<file path="src/rtl/sqr_pkg.sv">
package sqr_pkg;

    localparam int SEM_W        = 32;
    localparam int SEM_EN_BIT   = 31;
    localparam int SEM_PRE_BIT  = 22;
    localparam int CMD_BULK_BIT = 3;
    localparam int CMD_RSP_BIT  = 4;
    localparam int DB_EN_BIT    = 7;
    localparam int CODE_W       = 16;

    typedef enum logic [2:0] {
        PH_IDLE  = 3'd0,
        PH_CHECK = 3'd1,
        PH_PRE   = 3'd2,
        PH_DMA   = 3'd3,
        PH_POST  = 3'd4,
        PH_DB    = 3'd5,
        PH_RSP   = 3'd6
    } phase_e;

    typedef enum logic [1:0] {
        XF_NONE     = 2'd0,
        XF_TO_DEV   = 2'd1,
        XF_FROM_DEV = 2'd2,
        XF_BAD      = 2'd3
    } xfer_e;

    typedef enum logic [1:0] {
        DW_32  = 2'd0,
        DW_16  = 2'd1,
        DW_8   = 2'd2,
        DW_BAD = 2'd3
    } dbw_e;

    localparam logic [CODE_W-1:0] CC_OK        = 16'd0;
    localparam logic [CODE_W-1:0] CC_BAD_XFER  = 16'd1;
    localparam logic [CODE_W-1:0] CC_BAD_DBW   = 16'd2;
    localparam logic [CODE_W-1:0] CC_DB_ALIGN  = 16'd3;
    localparam logic [CODE_W-1:0] CC_MULTI_PRE = 16'd4;

endpackage

</file>
<file path="src/rtl/sqr_sem_scan.sv">
module sqr_sem_scan #(
    parameter int NUM_SEM = 4,
    parameter int IDX_W   = 2
) (
    input  logic [NUM_SEM-1:0] en,
    input  logic [NUM_SEM-1:0] pre,
    output logic [NUM_SEM-1:0] pre_mask,
    output logic [NUM_SEM-1:0] post_mask,
    output logic [IDX_W-1:0]   pre_idx,
    output logic               multi_pre
);

    for (genvar g = 0; g < NUM_SEM; g++) begin : g_slot
        assign pre_mask[g]  = en[g] & pre[g];
        assign post_mask[g] = en[g] & ~pre[g];
    end

    always_comb begin
        int cnt;
        cnt     = 0;
        pre_idx = '0;
        for (int i = NUM_SEM - 1; i >= 0; i--) begin
            if (pre_mask[i]) begin
                pre_idx = IDX_W'(i);
                cnt     = cnt + 1;
            end
        end
        multi_pre = (cnt > 1);
    end

endmodule

</file>
<file path="src/rtl/sqr_fault_chk.sv">
module sqr_fault_chk
    import sqr_pkg::*;
(
    input  logic [1:0]        xfer,
    input  logic              db_en,
    input  logic [1:0]        db_w,
    input  logic [1:0]        addr_lo,
    input  logic              multi_pre,
    output logic [CODE_W-1:0] code
);

    logic misaligned;

    always_comb begin
        case (db_w)
            DW_32:   misaligned = (addr_lo != 2'b00);
            DW_16:   misaligned = addr_lo[0];
            default: misaligned = 1'b0;
        endcase
    end

    always_comb begin
        if (xfer == XF_BAD)
            code = CC_BAD_XFER;
        else if (db_en && (db_w == DW_BAD))
            code = CC_BAD_DBW;
        else if (db_en && misaligned)
            code = CC_DB_ALIGN;
        else if (multi_pre)
            code = CC_MULTI_PRE;
        else
            code = CC_OK;
    end

endmodule

</file>
<file path="src/rtl/sqr_db_lane.sv">
module sqr_db_lane
    import sqr_pkg::*;
(
    input  logic [1:0]  db_w,
    input  logic [1:0]  addr_lo,
    input  logic [31:0] data_in,
    output logic [3:0]  be,
    output logic [31:0] data_out
);

    logic [4:0] sh;
    assign sh = {addr_lo, 3'b000};

    always_comb begin
        case (db_w)
            DW_32: begin
                be       = 4'b1111;
                data_out = data_in;
            end
            DW_16: begin
                be       = 4'b0011 << addr_lo;
                data_out = {16'h0000, data_in[15:0]} << sh;
            end
            DW_8: begin
                be       = 4'b0001 << addr_lo;
                data_out = {24'h000000, data_in[7:0]} << sh;
            end
            default: begin
                be       = 4'b0000;
                data_out = 32'h0;
            end
        endcase
    end

endmodule

</file>
<file path="src/rtl/sqr_top.sv">
module sqr_top
    import sqr_pkg::*;
#(
    parameter int ADDR_W  = 64,
    parameter int LEN_W   = 32,
    parameter int ID_W    = 16,
    parameter int NUM_SEM = 4
) (
    input  logic                    clk,
    input  logic                    rst_n,
    input  logic                    req_valid,
    output logic                    req_ready,
    input  logic [ID_W-1:0]         req_id,
    input  logic [7:0]              req_cmd,
    input  logic [ADDR_W-1:0]       req_src,
    input  logic [ADDR_W-1:0]       req_dst,
    input  logic [LEN_W-1:0]        req_len,
    input  logic [ADDR_W-1:0]       req_db_addr,
    input  logic [7:0]              req_db_attr,
    input  logic [31:0]             req_db_data,
    input  logic [NUM_SEM*32-1:0]   req_sem,
    output logic                    sem_req_valid,
    output logic [31:0]             sem_req_cmd,
    input  logic                    sem_grant,
    output logic                    dma_start,
    output logic                    dma_to_dev,
    output logic                    dma_bulk,
    output logic [ADDR_W-1:0]       dma_src,
    output logic [ADDR_W-1:0]       dma_dst,
    output logic [LEN_W-1:0]        dma_len,
    input  logic                    dma_done,
    output logic                    db_valid,
    output logic [ADDR_W-1:0]       db_addr,
    output logic [31:0]             db_data,
    output logic [3:0]              db_be,
    input  logic                    db_ready,
    output logic                    rsp_valid,
    output logic [ID_W-1:0]         rsp_id,
    output logic [15:0]             rsp_code,
    input  logic                    rsp_ready
);

    localparam int IDX_W = (NUM_SEM > 1) ? $clog2(NUM_SEM) : 1;

    typedef struct packed {
        phase_e                        ph;
        logic [IDX_W-1:0]              idx;
        logic [CODE_W-1:0]             code;
        logic [ID_W-1:0]               id;
        logic [1:0]                    xfer;
        logic                          bulk;
        logic                          want_rsp;
        logic [ADDR_W-1:0]             src;
        logic [ADDR_W-1:0]             dst;
        logic [LEN_W-1:0]              len;
        logic [ADDR_W-1:0]             dba;
        logic                          db_en;
        logic [1:0]                    db_w;
        logic [31:0]                   dbd;
        logic [NUM_SEM-1:0][SEM_W-1:0] sem;
    } seq_t;

    seq_t s_d, s_q;

    // Command and attribute bits that carry no behaviour here.
    logic unused_bits;
    assign unused_bits = ^{req_cmd[7:5], req_cmd[2], req_db_attr[6:2]};

    logic [NUM_SEM-1:0] en_v, pre_v, pre_mask, post_mask;
    logic [IDX_W-1:0]   pre_idx, first_post, rem_idx;
    logic               multi_pre, has_pre, has_post, rem_any;
    logic [CODE_W-1:0]  chk_code;

    for (genvar g = 0; g < NUM_SEM; g++) begin : g_bits
        assign en_v[g]  = s_q.sem[g][SEM_EN_BIT];
        assign pre_v[g] = s_q.sem[g][SEM_PRE_BIT];
    end

    sqr_sem_scan #(
        .NUM_SEM (NUM_SEM),
        .IDX_W   (IDX_W)
    ) i_scan (
        .en        (en_v),
        .pre       (pre_v),
        .pre_mask  (pre_mask),
        .post_mask (post_mask),
        .pre_idx   (pre_idx),
        .multi_pre (multi_pre)
    );

    sqr_fault_chk i_chk (
        .xfer      (s_q.xfer),
        .db_en     (s_q.db_en),
        .db_w      (s_q.db_w),
        .addr_lo   (s_q.dba[1:0]),
        .multi_pre (multi_pre),
        .code      (chk_code)
    );

    sqr_db_lane i_lane (
        .db_w     (s_q.db_w),
        .addr_lo  (s_q.dba[1:0]),
        .data_in  (s_q.dbd),
        .be       (db_be),
        .data_out (db_data)
    );

    assign has_pre  = |pre_mask;
    assign has_post = |post_mask;

    // Lowest postsync slot overall, and lowest one above the current slot.
    always_comb begin
        first_post = '0;
        rem_idx    = '0;
        rem_any    = 1'b0;
        for (int i = NUM_SEM - 1; i >= 0; i--) begin
            if (post_mask[i]) begin
                first_post = IDX_W'(i);
                if (i > int'(s_q.idx)) begin
                    rem_idx = IDX_W'(i);
                    rem_any = 1'b1;
                end
            end
        end
    end

    // First applicable phase at or after stage lvl (0 pre .. 4 response).
    function automatic phase_e pick(input int lvl, input logic p_pre, input logic p_dma,
                                    input logic p_post, input logic p_db, input logic p_rsp);
        if (lvl <= 0 && p_pre)  return PH_PRE;
        if (lvl <= 1 && p_dma)  return PH_DMA;
        if (lvl <= 2 && p_post) return PH_POST;
        if (lvl <= 3 && p_db)   return PH_DB;
        if (lvl <= 4 && p_rsp)  return PH_RSP;
        return PH_IDLE;
    endfunction

    logic do_dma;
    assign do_dma = (s_q.xfer != XF_NONE);

    always_comb begin
        s_d = s_q;
        case (s_q.ph)
            PH_IDLE: begin
                if (req_valid) begin
                    s_d.ph       = PH_CHECK;
                    s_d.idx      = '0;
                    s_d.code     = CC_OK;
                    s_d.id       = req_id;
                    s_d.xfer     = req_cmd[1:0];
                    s_d.bulk     = req_cmd[CMD_BULK_BIT];
                    s_d.want_rsp = req_cmd[CMD_RSP_BIT];
                    s_d.src      = req_src;
                    s_d.dst      = req_dst;
                    s_d.len      = req_len;
                    s_d.dba      = req_db_addr;
                    s_d.db_en    = req_db_attr[DB_EN_BIT];
                    s_d.db_w     = req_db_attr[1:0];
                    s_d.dbd      = req_db_data;
                    s_d.sem      = req_sem;
                end
            end
            PH_CHECK: begin
                if (chk_code != CC_OK) begin
                    s_d.code = chk_code;
                    s_d.ph   = PH_RSP;
                end else begin
                    s_d.ph  = pick(0, has_pre, do_dma, has_post, s_q.db_en, s_q.want_rsp);
                    s_d.idx = (s_d.ph == PH_PRE) ? pre_idx : first_post;
                end
            end
            PH_PRE: begin
                if (sem_grant) begin
                    s_d.ph  = pick(1, has_pre, do_dma, has_post, s_q.db_en, s_q.want_rsp);
                    s_d.idx = first_post;
                end
            end
            PH_DMA: begin
                if (dma_done) begin
                    s_d.ph  = pick(2, has_pre, do_dma, has_post, s_q.db_en, s_q.want_rsp);
                    s_d.idx = first_post;
                end
            end
            PH_POST: begin
                if (sem_grant) begin
                    if (rem_any)
                        s_d.idx = rem_idx;
                    else
                        s_d.ph = pick(3, has_pre, do_dma, has_post, s_q.db_en, s_q.want_rsp);
                end
            end
            PH_DB: begin
                if (db_ready)
                    s_d.ph = pick(4, has_pre, do_dma, has_post, s_q.db_en, s_q.want_rsp);
            end
            PH_RSP: begin
                if (rsp_ready)
                    s_d.ph = PH_IDLE;
            end
            default: s_d.ph = PH_IDLE;
        endcase
    end

    always_ff @(posedge clk) begin
        if (!rst_n)
            s_q <= '0;
        else
            s_q <= s_d;
    end

    assign req_ready     = (s_q.ph == PH_IDLE);
    assign sem_req_valid = (s_q.ph == PH_PRE) || (s_q.ph == PH_POST);
    assign sem_req_cmd   = s_q.sem[s_q.idx];
    assign dma_start     = (s_q.ph == PH_DMA);
    assign dma_to_dev    = (s_q.xfer == XF_TO_DEV);
    assign dma_bulk      = s_q.bulk;
    assign dma_src       = s_q.src;
    assign dma_dst       = s_q.dst;
    assign dma_len       = s_q.len;
    assign db_valid      = (s_q.ph == PH_DB);
    assign db_addr       = s_q.dba;
    assign rsp_valid     = (s_q.ph == PH_RSP);
    assign rsp_id        = s_q.id;
    assign rsp_code      = s_q.code;

endmodule

</file>
<file path="config.mk">
export PLATFORM = sky130hd
export DESIGN_NAME = sqr_top
export DESIGN_NICKNAME = d
export VERILOG_FILES = /design/src/rtl/sqr_pkg.sv /design/src/rtl/sqr_sem_scan.sv /design/src/rtl/sqr_fault_chk.sv /design/src/rtl/sqr_db_lane.sv /design/src/rtl/sqr_top.sv
export SDC_FILE = /design/constraint.sdc
export NUM_CORES = 1
export LEC_CHECK = 0
export BUFFER_PORTS_ARGS = -buffer_cell sky130_fd_sc_hd__buf_2
export CAP_MARGIN = 10
export CORE_AREA = 2 2 293 295
export CTS_CLUSTER_SIZE = 10
export DETAILED_ROUTE_END_ITERATION = 7
export DIE_AREA = 0 0 295 297
export GPL_TIMING_DRIVEN = 0
export PLACE_DENSITY = 0.47
export SLEW_MARGIN = 30
export SYNTH_ARGS = -nofsm -noshare
export SYNTH_HDL_FRONTEND = slang
export SYNTH_SLANG_ARGS = --single-unit
</file>
<file path="constraint.sdc">
create_clock -name clk -period 2.1 [get_ports clk]
set_input_delay 0.105 -clock clk [delete_from_list [all_inputs] [get_ports clk]]
set_output_delay 0.105 -clock clk [all_outputs]
set_load 0.01 [all_outputs]
</file>
==> impl_metrics.ini <==
[route]
first_pass_iters = 5
ant_nets = 0
wirelength_um = 84960
vias_per_cell = 4.165
via_count = 19730
drc = 0
drt-wirelength-per-cell_um = 17.93
first_iter_violations = 769

[run]
drv_cap = 0

[cells_and_area]
nFillCells = 9007
seq_area_sq_um = 8335
multi_input_area_sq_um = 7637
syn2layout_area_growth_pct = 65.66
nets = 3993
drive_gt1_frac = 0.3600
utilization = 0.3584
fin_area_sq_um = 30280

[clocking]
clkLatencyLatePin_ps = 640
cts_root_buf = clkbuf_16
clkSlewWorstSetupHoldPaths_ps = 60
cts_sinks = 415
cts_buffers = 51
cts_tree = yes
cts.htree.levels = 2
clockBufferDepth = 3

[setup_path]
r2r-start = pre_v[3]
critical_path_arrival_ps = 2200
criticalPathCategory = reg2out
r2r_slack_ps = -70
cp_max_fo = 9
cpLargestDelayFamily = flip-flops
worst_r2r_endpoint = rsp_code[0]
crit_slowest_cell = dfxtp_4
path_buf_inv = 3
cp-start-kind = flop
crit_path_end_kind = output port
cp_slowest_stage_delay_ps = 420
ff2ff_path_depth = 10
critical_path.cell_chain = inv_4 > ha_4 > nor2b_4 > buf_6 > a22oi_1 > nor2_1 > buf_2
cp.required_ps = 2000

[floorplanning]
fp.dieW_um = 295
rows = 107
start_util = 0.2164
core-area_sq_um = 84480
die-area_sq_um = 87620
pin_count = 754
die_h_um = 297

[synth]
synthArstFlopShare = 0
ys_seq_elements = 415
synth_area_leaders = dfxtp_1 45%, nand2_1 17%, a21oi_1 12%
synth_edf_count = 0
yosysUniqueCellTypes = 56
synth_area_sq_um = 18280
yosys_warnings = 0
synth_cells = 2332
synth_top_area_share = 0.4545
yosysSeqAreaShare = 0.4545
syn_area_per_cell_sq_um = 7.838
synth_ff_type = dfxtp_1
yosys.area.top_type = dfxtp_1

[hold_path]
holdPathEnd = s_q[427]
hp-start = dma_done
hold_class = in2reg
hold-path-cell-count = 5

[power]
power.leakage_uw = 0.01368
sw_frac_of_total = 0.3877
combPwrFrac = 0.444
internal_power_uw = 21250
pwr-share-seq = 0.303
total_power_uw = 34710
p_sw_uw = 13460
power_density_nw_per_um2 = 1146
vdd_ir_drop_max_uv = 726.8
power.share.clock = 0.252

[global_routing]
grt_max_degree = 17
antenna_found_initial = 9
grt_overflow = 0
grt_pass1_wl_um = 125000
grt_usage = 0.1880
grt_pass1_vias = 20310

[place]
gp_congestion = 0.8103
io_buffer_count = 731
dpl.hpwl_um = 63560
dpl_cell_area_sq_um = 23420

[run_status]
violations = setup timing
status = finished with violations

[sta]
fmax_mhz = 434.2
fin_crit_sh = 1.097
layout_setup_ws_ps = -202.9
finalMaxSlewViolations = 0
tightest_slew_ps = 905.1
slew-limit-headroom = 0.3966
min_period_ps = 2303
finClkSkew_ps = 58.24
rsz0062_at_grt = true
hold_viol_final = 0
finalSetupViolCount = 56
per-layer routing:
metal	vias to the layer above	routed length, um	global-route usage	share of wire
met4	0	3383	0.08115	0.040
met5	-	0	0	0
met2	676	41210	0.3280	0.49
li1	9821	-	-	-
met3	162	5588	0.04797	0.066
met1	9074	34780	0.2157	0.41
state kept, by name, indices dropped and copies added, names as in the netlist:
| name | count |
|---|---|
| en_v | 4 |
| rsp_id | 16 |
| db_addr | 64 |
| pre_v | 4 |
| s_q | 163 |
| dma_src | 64 |
| dma_len | 32 |
| dma_dst | 64 |
| rsp_code | 3 |
| dma_bulk | 1 |
power by group through the flow:
stage / logic, uW / clock network, uW / registers, uW
CTS: 15400 / 9050 / 10500
global route: 17000 / 9330 / 10700
global placement: 13400 / 0 / 10600
floorplan: 8330 / 0 / 10200
finish: 15400 / 8760 / 10500
detailed placement: 13400 / 0 / 10700
final cells by class:
| class | count | share of cell area |
|---|---|---|
| clock buffers | 71 | 0.04694 |
| repair buffers | 1166 | 0.2738 |
| plain buffers | 413 | 0.09558 |
| inverters | 14 | 0.001901 |
| diodes | 8 | 0.0006612 |
| flip-flops and latches | 415 | 0.2753 |
| clock inverters | 8 | 0.006281 |
| multi-input cells | 1499 | 0.2522 |
| well taps | 1144 | 0.04727 |
tightest hold or removal path, stage by stage:
cell and delay [ps]:
buf_2 100, mux2i_1 120, a21oi_1 90, o21ai_0 150, a31oi_1 50
logic make-up (layout without fill, tap and decap cells):
family	Yosys count	after routing	share of synthesized area
other cells	1	21	0.0002052
flops	415	415	0.4545
fa+ha+maj	10	10	0.006846
buf+inv	431	1672	0.1477
compound gates	499	499	0.1488
mux	35	35	0.04128
simple gates	941	942	0.2006
synth_stat cells, drive strengths merged, types with 4 or more instances:
library cell and number:
nand2 846, a21oi 423, a22oi 25, nor2b 4, o21ai 17, nand3 9, nor2 43, clkbuf 112
a22o 9, buf 304, inv 14, ha 10, mux4 32, and2 14, nor3 7, nand2b 7
and3 4, dfxtp 415
cells in the final DEF (no fill, tap or decap), types with 4 or more instances in the layout:
cell type / n
nand2_1: 844
buf_2: 718
a21oi_1: 418
dlygate4sd3_1: 408
dfxtp_1: 405
buf_4: 282
clkbuf_1: 59
clkbuf_16: 51
clkbuf_2: 46
buf_6: 42
nor2_1: 41
mux4_2: 32
a22oi_1: 18
clkbuf_4: 15
conb_1: 13
clkbuf_8: 12
buf_12: 11
inv_1: 10
diode_2: 8
o21ai_0: 8
a22o_1: 8
and2_1: 8
a22oi_2: 7
nand2b_1: 7
nand3_1: 7
ha_4: 7
o21ai_1: 6
dfxtp_4: 6
and2_4: 5
dfxtp_2: 4
worst max path at each step:
stage / from / to / slack [ps] / cells after the start
4_1_cts: s_q[161] / db_data[2] / -330 / 9
5_1_grt: s_q[161] / db_data[0] / -300 / 8
3_3_place_gp: s_q[425] / s_q[387] / -780 / 7
6_report: s_q[161] / db_data[15] / -200 / 7
3_5_place_dp: s_q[161] / db_data[3] / -760 / 8
2_1_floorplan: pre_v[3] / rsp_code[0] / 10 / 8
repair_timing:
item,CTS,global route
pin swaps,19,15
resized for setup,188,119
hold buffers,408,0
hold endpoints to repair,410,0
endpoints found under the setup margin,475,373
buffers inserted,22,3
gates cloned,3,1
through the flow:
step / setup slack (ps) / setup TNS [ps] / cells / hold slack (ps)
floorplan: 14.13 / 0 / 2344 / 238.3
global placement: -775.5 / -215530 / 4219 / 347.0
detailed placement: -763.5 / -196740 / 4219 / 349.6
CTS: -325.1 / -11470 / 4728 / 1.039
global route: -295.2 / -11340 / 4734 / 66.60
finish: -202.9 / -5469 / 4738 / 56.99
No activity file was read; power rests on OpenSTA's default activity.
